**src/rtl/pulse_sequencer.sv**
```systemverilog
module pulse_sequencer #(
  parameter int NUM_CH  = 5,
  parameter int CW      = 16,
  parameter int DUR_W   = 16,
  parameter int DIV_MIN = 18,
  parameter int DIV_FW  = 4,
  parameter logic [31:0] VERSION = 32'h0001_0003,
  localparam int NWORDS = 3 + 3*NUM_CH,
  localparam int AW     = $clog2(NWORDS)
) (
  input  logic              clk,
  input  logic              rst_n,
  input  logic              bus_wr,
  input  logic [AW-1:0]     bus_addr,
  input  logic [31:0]       bus_wdata,
  output logic [31:0]       bus_rdata,
  input  logic              trig_in,
  output logic [NUM_CH-1:0] pulse_out,
  output logic              irq
);
  localparam int PW = $clog2(DIV_MIN + (1 << DIV_FW));

  logic              ctl_en, ctl_cont, ctl_ext, ctl_ie, done_flag;
  logic [DIV_FW-1:0] div_f;
  logic [DUR_W-1:0]  dur_reg, dcount;
  logic              running, stopped, trig_q;
  logic [PW-1:0]     pcnt, div_last;

  logic [CW-1:0] dly_r [NUM_CH];
  logic [CW-1:0] on_r  [NUM_CH];
  logic [CW-1:0] per_r [NUM_CH];
  logic [CW-1:0] dcnt  [NUM_CH];
  logic [CW-1:0] pos   [NUM_CH];
  logic [NUM_CH-1:0] ch_en, in_per;

  logic wr_ctrl, clr_req, tick, start, finish, adv;

  assign wr_ctrl  = bus_wr && (bus_addr == AW'(1));
  assign clr_req  = wr_ctrl && bus_wdata[4];
  assign div_last = PW'(DIV_MIN - 1) + PW'(div_f);
  assign tick     = running && (pcnt >= div_last);
  assign start    = ctl_en && !running && !stopped && (!ctl_ext || (trig_in && !trig_q));
  assign finish   = tick && !ctl_cont && (dcount == dur_reg);
  assign adv      = tick && !finish;
  assign irq      = done_flag && ctl_ie;

  always_ff @(posedge clk or negedge rst_n) begin
    if (!rst_n) begin
      {ctl_en, ctl_cont, ctl_ext, ctl_ie, done_flag} <= '0;
      div_f   <= '0;
      dur_reg <= '0;
      dcount  <= '0;
      running <= 1'b0;
      stopped <= 1'b0;
      trig_q  <= 1'b0;
      pcnt    <= '0;
    end else begin
      trig_q <= trig_in;
      if (wr_ctrl) begin
        ctl_en   <= bus_wdata[0];
        ctl_cont <= bus_wdata[1];
        ctl_ext  <= bus_wdata[2];
        ctl_ie   <= bus_wdata[3];
        div_f    <= bus_wdata[8 +: DIV_FW];
      end
      if (finish)       done_flag <= 1'b1;
      else if (clr_req) done_flag <= 1'b0;
      if (bus_wr && bus_addr == AW'(2)) dur_reg <= bus_wdata[DUR_W-1:0];

      if (!ctl_en) begin
        running <= 1'b0;
        stopped <= 1'b0;
      end else if (start) begin
        running <= 1'b1;
        pcnt    <= '0;
        dcount  <= '0;
      end else if (running) begin
        pcnt <= tick ? '0 : pcnt + 1'b1;
        if (finish) begin
          running <= 1'b0;
          stopped <= 1'b1;
        end else if (tick && !ctl_cont) begin
          dcount <= dcount + 1'b1;
        end
      end
    end
  end

  always_ff @(posedge clk or negedge rst_n) begin
    if (!rst_n) begin
      for (int i = 0; i < NUM_CH; i++) begin
        dly_r[i] <= '0;
        on_r[i]  <= '0;
        per_r[i] <= '0;
        dcnt[i]  <= '0;
        pos[i]   <= '0;
      end
      ch_en  <= '0;
      in_per <= '0;
    end else begin
      for (int i = 0; i < NUM_CH; i++) begin
        if (bus_wr && bus_addr == AW'(3 + 3*i)) dly_r[i] <= bus_wdata[CW-1:0];
        if (bus_wr && bus_addr == AW'(4 + 3*i)) begin
          on_r[i]  <= bus_wdata[CW-1:0];
          ch_en[i] <= bus_wdata[16];
        end
        if (bus_wr && bus_addr == AW'(5 + 3*i)) per_r[i] <= bus_wdata[CW-1:0];

        if (start) begin
          in_per[i] <= (dly_r[i] == '0);
          dcnt[i]   <= '0;
          pos[i]    <= '0;
        end else if (adv) begin
          if (!in_per[i]) begin
            if (({1'b0, dcnt[i]} + 1'b1) >= {1'b0, dly_r[i]}) begin
              in_per[i] <= 1'b1;
              pos[i]    <= '0;
            end else begin
              dcnt[i] <= dcnt[i] + 1'b1;
            end
          end else begin
            pos[i] <= (({1'b0, pos[i]} + 1'b1) >= {1'b0, per_r[i]}) ? '0 : pos[i] + 1'b1;
          end
        end
      end
    end
  end

  always_comb begin
    for (int i = 0; i < NUM_CH; i++)
      pulse_out[i] = running && ch_en[i] && in_per[i] && (per_r[i] != '0) && (pos[i] < on_r[i]);
  end

  always_comb begin
    bus_rdata = '0;
    case (bus_addr)
      AW'(0): bus_rdata = VERSION;
      AW'(1): begin
        bus_rdata[0] = ctl_en;
        bus_rdata[1] = ctl_cont;
        bus_rdata[2] = ctl_ext;
        bus_rdata[3] = ctl_ie;
        bus_rdata[4] = done_flag;
        bus_rdata[8 +: DIV_FW] = div_f;
      end
      AW'(2): bus_rdata[DUR_W-1:0] = dur_reg;
      default: ;
    endcase
    for (int i = 0; i < NUM_CH; i++) begin
      if (bus_addr == AW'(3 + 3*i)) bus_rdata[CW-1:0] = dly_r[i];
      if (bus_addr == AW'(4 + 3*i)) begin
        bus_rdata[CW-1:0] = on_r[i];
        bus_rdata[16]     = ch_en[i];
      end
      if (bus_addr == AW'(5 + 3*i)) bus_rdata[CW-1:0] = per_r[i];
    end
  end

  AST_PRESCALE_BOUND: assert property (@(posedge clk) disable iff (!rst_n)
    running && $past(running) && $stable(div_f) |-> pcnt <= div_last);
  AST_DISABLE_QUIET: assert property (@(posedge clk) disable iff (!rst_n)
    !ctl_en |=> pulse_out == '0);
  AST_IMMEDIATE_START: assert property (@(posedge clk) disable iff (!rst_n)
    $past(ctl_en) && !$past(ctl_ext) && !$past(running) && !$past(stopped) |-> running);
  AST_TRIG_EDGE_START: assert property (@(posedge clk) disable iff (!rst_n)
    $rose(running) && $past(ctl_ext) |-> $past(trig_in) && !$past(trig_q));
  AST_CONT_NO_DONE: assert property (@(posedge clk) disable iff (!rst_n)
    $past(running) && $past(ctl_cont) |-> !$rose(done_flag));
  AST_DONE_QUIET: assert property (@(posedge clk) disable iff (!rst_n)
    $rose(done_flag) |-> pulse_out == '0);
  AST_FLAG_STICKY: assert property (@(posedge clk) disable iff (!rst_n)
    $past(done_flag) && !$past(clr_req) |-> done_flag);
endmodule

```
**config.mk**
```make
export PLATFORM = sky130hd
export DESIGN_NAME = pulse_sequencer
export DESIGN_NICKNAME = d
export VERILOG_FILES = /design/src/rtl/pulse_sequencer.sv
export SDC_FILE = /design/constraint.sdc
export NUM_CORES = 1
export LEC_CHECK = 0
export BUFFER_PORTS_ARGS = -buffer_cell sky130_fd_sc_hd__buf_2
export CAP_MARGIN = 15
export CORE_MARGIN = 1
export CORE_UTILIZATION = 58
export DETAILED_ROUTE_END_ITERATION = 7
export GPL_TIMING_DRIVEN = 0
export PLACE_DENSITY = 0.76
export SKIP_LAST_GASP = 1
export SLEW_MARGIN = 0
export SYNTH_ARGS = -nofsm -noshare
export SYNTH_HDL_FRONTEND = slang
export SYNTH_SLANG_ARGS = --single-unit
```
**constraint.sdc**
```tcl
create_clock -name clk -period 5.4 [get_ports clk]
set_input_delay 1.08 -clock clk [delete_from_list [all_inputs] [get_ports clk]]
set_output_delay 1.08 -clock clk [all_outputs]
set_load 0.05 [all_outputs]
```
Word level (Yosys, flattened, before mapping)

Cells that the tools add are included.

Input port bits: 41
Bits in registers: 460
Output and inout port bits: 38

$add $sub $neg: 23
Equal/unequal tests: 32
Muxes and demuxes: 102
Reduce and logical (&&, ||, !) cells: 87
$lt $le $gt $ge: 16

Operators with widths:

| kind                                                            | number |
|---|---|
| 16-bit two-way mux                                              | 59 |
| 16-bit by 1-bit adder with 16-bit output, second input constant | 11 |
| 16-bit by 1-bit adder with 17-bit output, second input constant | 10 |
| 17-bit by 16-bit >= comparator with 1-bit output                | 10 |
| 17-bit two-way mux                                              | 5 |
| 16-bit zero test                                                | 5 |
| 16-bit < comparator                                             | 5 |
| 16-bit nonzero test                                             | 5 |
| 1-bit logical AND                                               | 47 |
| 5-bit by 4-bit == test with 1-bit output, second input constant | 8 |
| 1-bit two-way mux                                               | 31 |
| 5-bit by 3-bit == test with 1-bit output, second input constant | 4 |
| 6-bit two-way mux                                               | 3 |
| 3-bit AND reduction                                             | 6 |
| 16-bit == test                                                  | 1 |
| 5-bit case mux with 3 select lines                              | 1 |
| 3-bit nonzero test                                              | 5 |
| 2-bit by 1-bit != test with 1-bit output, second input constant | 7 |
| 2-bit != test, second input constant                            | 7 |
| 2-bit AND reduction                                             | 6 |
| 5-bit by 2-bit == test with 1-bit output, second input constant | 2 |
| 5-bit == test, second input constant                            | 2 |
| 4-bit case mux with 2 select lines                              | 1 |
| 2-bit nonzero test                                              | 4 |
| 10 further kinds                                                | 15 |

Longest topological paths before layout

Word-level depth: 17
Mapped depth: 17
Mapped depth without buffers: 15

Least setup slack after synthesis

No wires, ideal clock.

Path kind: input to output
Start: input bus_addr[1]
End: output bus_rdata[11]
Stages: 8
Path buffers: 2
Setup slack: 0.925 ns
Required time: 4.320 ns
Data arrival time: 3.395 ns
Cells stage by stage: buf_2 > or3_1 > nor2_1 > clkbuf_1 > a221oi_1 > a21boi_1 > o221ai_1 > a31oi_1

Longest elaborated chain between the ends: 17

Ends and longest elaborated chain:

| item                                                                                                 | RTL line | source |
|---|---|---|
| start: declaration                                                                                   | 14       | `input logic [AW-1:0] bus_addr,` |
| 5-bit by 2-bit == test with 1-bit output or 5-bit by 1-bit == test with 1-bit output (tied branches) | 136      | `case (bus_addr)` |
| 4-bit case mux with 2 select lines                                                                   | 136      |  |
| 16-bit two-way mux                                                                                   | 150      | `if (bus_addr == AW'(3 + 3*i)) bus_rdata[CW-1:0] = dly_r[i];` |
| 17-bit two-way mux                                                                                   | 151      | `if (bus_addr == AW'(4 + 3*i)) begin` |
| 16-bit two-way mux                                                                                   | 155      | `if (bus_addr == AW'(5 + 3*i)) bus_rdata[CW-1:0] = per_r[i];` |
| 16-bit two-way mux                                                                                   | 150      |  |
| 17-bit two-way mux                                                                                   | 151      |  |
| 16-bit two-way mux                                                                                   | 155      |  |
| 16-bit two-way mux                                                                                   | 150      |  |
| 17-bit two-way mux                                                                                   | 151      |  |
| 16-bit two-way mux                                                                                   | 155      |  |
| 16-bit two-way mux                                                                                   | 150      |  |
| 17-bit two-way mux                                                                                   | 151      |  |
| 16-bit two-way mux                                                                                   | 155      |  |
| 16-bit two-way mux                                                                                   | 150      |  |
| 17-bit two-way mux                                                                                   | 151      |  |
| 16-bit two-way mux (*)                                                                               | 155      |  |
| end: declaration                                                                                     | 16       | `output logic [31:0] bus_rdata,` |

Every way passes the cells marked *; elsewhere a longest branch is shown, timed or not.

Worst setup path in the final report

Start: input bus_addr[4]
End: output bus_rdata[9]

Same word-level chain as after synthesis.

==> flow_metrics.env <==
export IMPL_post_cts_setup_buffers=0
export IMPL_synth_seq_cells=460
export IMPL_grt_pass1_wl_um=151000
export IMPL_fin_tns_setup_ns=0
export IMPL_path_max_fanout=10
export IMPL_syn_to_final_growth_pct=10.3
export IMPL_pin_count=79
export IMPL_cts_sink_count=460
export IMPL_wl_met1_um=40500
export IMPL_clockBufferDepth=3
export IMPL_ys_types=91
export IMPL_grt_max_degree=126
export IMPL_setup_violations=0
export IMPL_yosysWarnings=0
export IMPL_fin_cells=3883
export IMPL_post_place_ws_ns=0.162
export IMPL_fin_crit_ns=5.32
export IMPL_clkTransAtPathRegs_ns=0.06
export IMPL_tightest_slew_ns=1.20
export IMPL_synthCells=3047
export IMPL_drive_gt1_share_pct=16.4
export IMPL_die_area_um2=52300
export IMPL_grt_pass1_vias=25015
export IMPL_root_buffer="clkbuf_16"
export IMPL_period_share_pct=98.5
export IMPL_met3WireLength_um=10900
export IMPL_wl_um=99600
export IMPL_start_util_pct=59.1
export IMPL_drc=0
export IMPL_rsz0062_at_grt="no"
export IMPL_cp_data_required_time_ns=4.32
export IMPL_async_flop_share_pct=100
export IMPL_hpwl_um=74200
export IMPL_total_power_w=0.0120
export IMPL_routed_wl_met2_um=42700
export IMPL_worst_slack_ns=0.0822
export IMPL_via_per_inst=6.68
export IMPL_ys_flop_type="dfrtp_1"
export IMPL_first_iter_violations=3325
export IMPL_clock_fmax_mhz=188
export IMPL_hold_ws_ns=0.505
export IMPL_track_usage_pct=37.9
export IMPL_synth_edf_count=0
export IMPL_hp_class="in2async"
export IMPL_die_x_um=229
export IMPL_maxCapViolations=0
export IMPL_end_kind="primary output"
export IMPL_synthesis_area_um2=29800
export IMPL_final_common_cell="dfrtp_1"
export IMPL_core_area_um2=50500
export IMPL_crit_path_start_kind="input port"
export IMPL_holdBufCountCts=0
export IMPL_worstPathArrival_ns=4.24
export IMPL_vias=25935
export IMPL_htree_levels=2
export IMPL_antenna_found_initial=4
export IMPL_insertion_delay_ns=0.64
export IMPL_first_pass_iters=7
export IMPL_relSlewSlack_pct=19.8
export IMPL_wl_per_cell_um=25.7
export IMPL_p_per_area_nw_per_um2=364
export IMPL_cts_resized=0
export IMPL_cts_buffers=52
export IMPL_port_buffers=46
export IMPL_rows=82
export IMPL_cts_tree="built"
export IMPL_overflow=0
export IMPL_path_class="in2out"
export IMPL_ys_seq_area_share_pct=38.6
export IMPL_globalplace_congestion=1.07
export IMPL_synth_area_per_cell_um2=9.78
export IMPL_nets=3459
export IMPL_slew_violations=0
export IMPL_die_h_um=229
export IMPL_skew_ns=0.0246
export IMPL_vdd_ir_drop_worst_mv=0.308
export IMPL_power_leakage_nw=15.8
export IMPL_final_cell_mix="460 x dfrtp_1, 274 x mux2_2, 257 x inv_1"
export IMPL_finalHoldViolCount=0
export IMPL_ant_nets=0
export IMPL_place_inst=3782
export IMPL_topRoutingLayerUsed="met4"
export IMPL_run_status="finished clean"
==> kinds of logic (layout without fill, tap and decap cells) <==
family | after synthesis | after routing | synth area share (%)
xor gates and xnor gates | 154 | 154 | 4.52
DFF | 460 | 460 | 38.6
AOI/OAI and AO/OA | 619 | 619 | 14.8
buffers and inverters | 392 | 538 | 5.46
and+or+nand+nor | 888 | 888 | 15.5
muxes | 279 | 279 | 10.5
other | 1 | 19 | 0.0126
adders and majority gates | 254 | 254 | 10.7
==> worst max-delay path: stages <==
cell	delay [ns]
buf_2	0.15
nand3b_1	0.39
nor2_1	0.79
clkbuf_1	0.56
a222oi_1	0.25
a21boi_1	0.24
o221ai_1	0.32
a31oi_1	0.19
buf_2	0.25
==> power breakdown <==
part	leakage [nW]	switching [W]	internal, W
combinational	8.78	0.00196	0.00132
clock	0.900	0.00154	0.00227
sequential	6.07	0.000870	0.00398
==> final cells by class <==
cell class / count / area [µm²]
Sequential cell: 460 / 11500
Inverter: 258 / 968
Tap cell: 672 / 841
Buffer: 134 / 661
Clock buffer: 69 / 1490
Clock inverter: 28 / 344
Fill cell: 4101 / 17600
Multi-Input combinational cell: 2209 / 16700
Timing Repair Buffer: 49 / 323
Antenna cell: 4 / 10.0
==> metrics by stage <==
step	util (%)	instance area [µm²]
2_1_floorplan	-	29900
3_3_place_gp	61.3	30900
3_5_place_dp	61.5	31000
4_1_cts	65.1	32900
5_1_grt	65.1	32900
6_report	65.1	32900
==> cell usage after synthesis (17+ instances only) <==
library cell	count	area, µm²
dfrtp_1	460	11500
mux2_2	274	3090
inv_1	257	965
ha_1	254	3180
nand2_1	242	908
nand3_1	128	641
nor2_1	126	473
a21oi_1	115	576
o21ai_0	101	505
xnor2_1	94	823
clkbuf_1	67	251
nand4_1	65	407
a21o_1	60	450
xor2_1	60	526
nand2b_1	59	369
nor4_1	59	369
a22o_1	58	508
nor3_1	42	210
and3_1	39	244
buf_2	35	175
a221oi_1	30	263
nor2b_1	28	175
a22oi_1	25	188
buf_4	24	180
o21ai_1	21	105
or3_1	20	125
a221o_1	19	190
a31oi_1	18	113
and4_1	18	158
o22ai_1	17	106
==> layer usage <==
layer,up-vias,GRT usage (%)
met2,1468,56.2
met5,-,0
met3,312,9.84
met1,12854,51.7
met4,0,18.3
li1,11301,-
==> path summary, 6_finish.rpt <==
kind,slack [ns],cells after the start,start,to
max,0.08,9,bus_addr[4],bus_rdata[9]
min,0.51,1,rst_n,trig_q
max reg2reg,0.83,14,dcnt[34],pos[37]
min reg2reg,0.51,1,on_r[41],on_r[41]
max in group asynchronous,3.24,3,rst_n,on_r[9]
min in group clk,0.51,1,on_r[41],on_r[41]
Note: power is estimated with default switching activity, not from simulation.
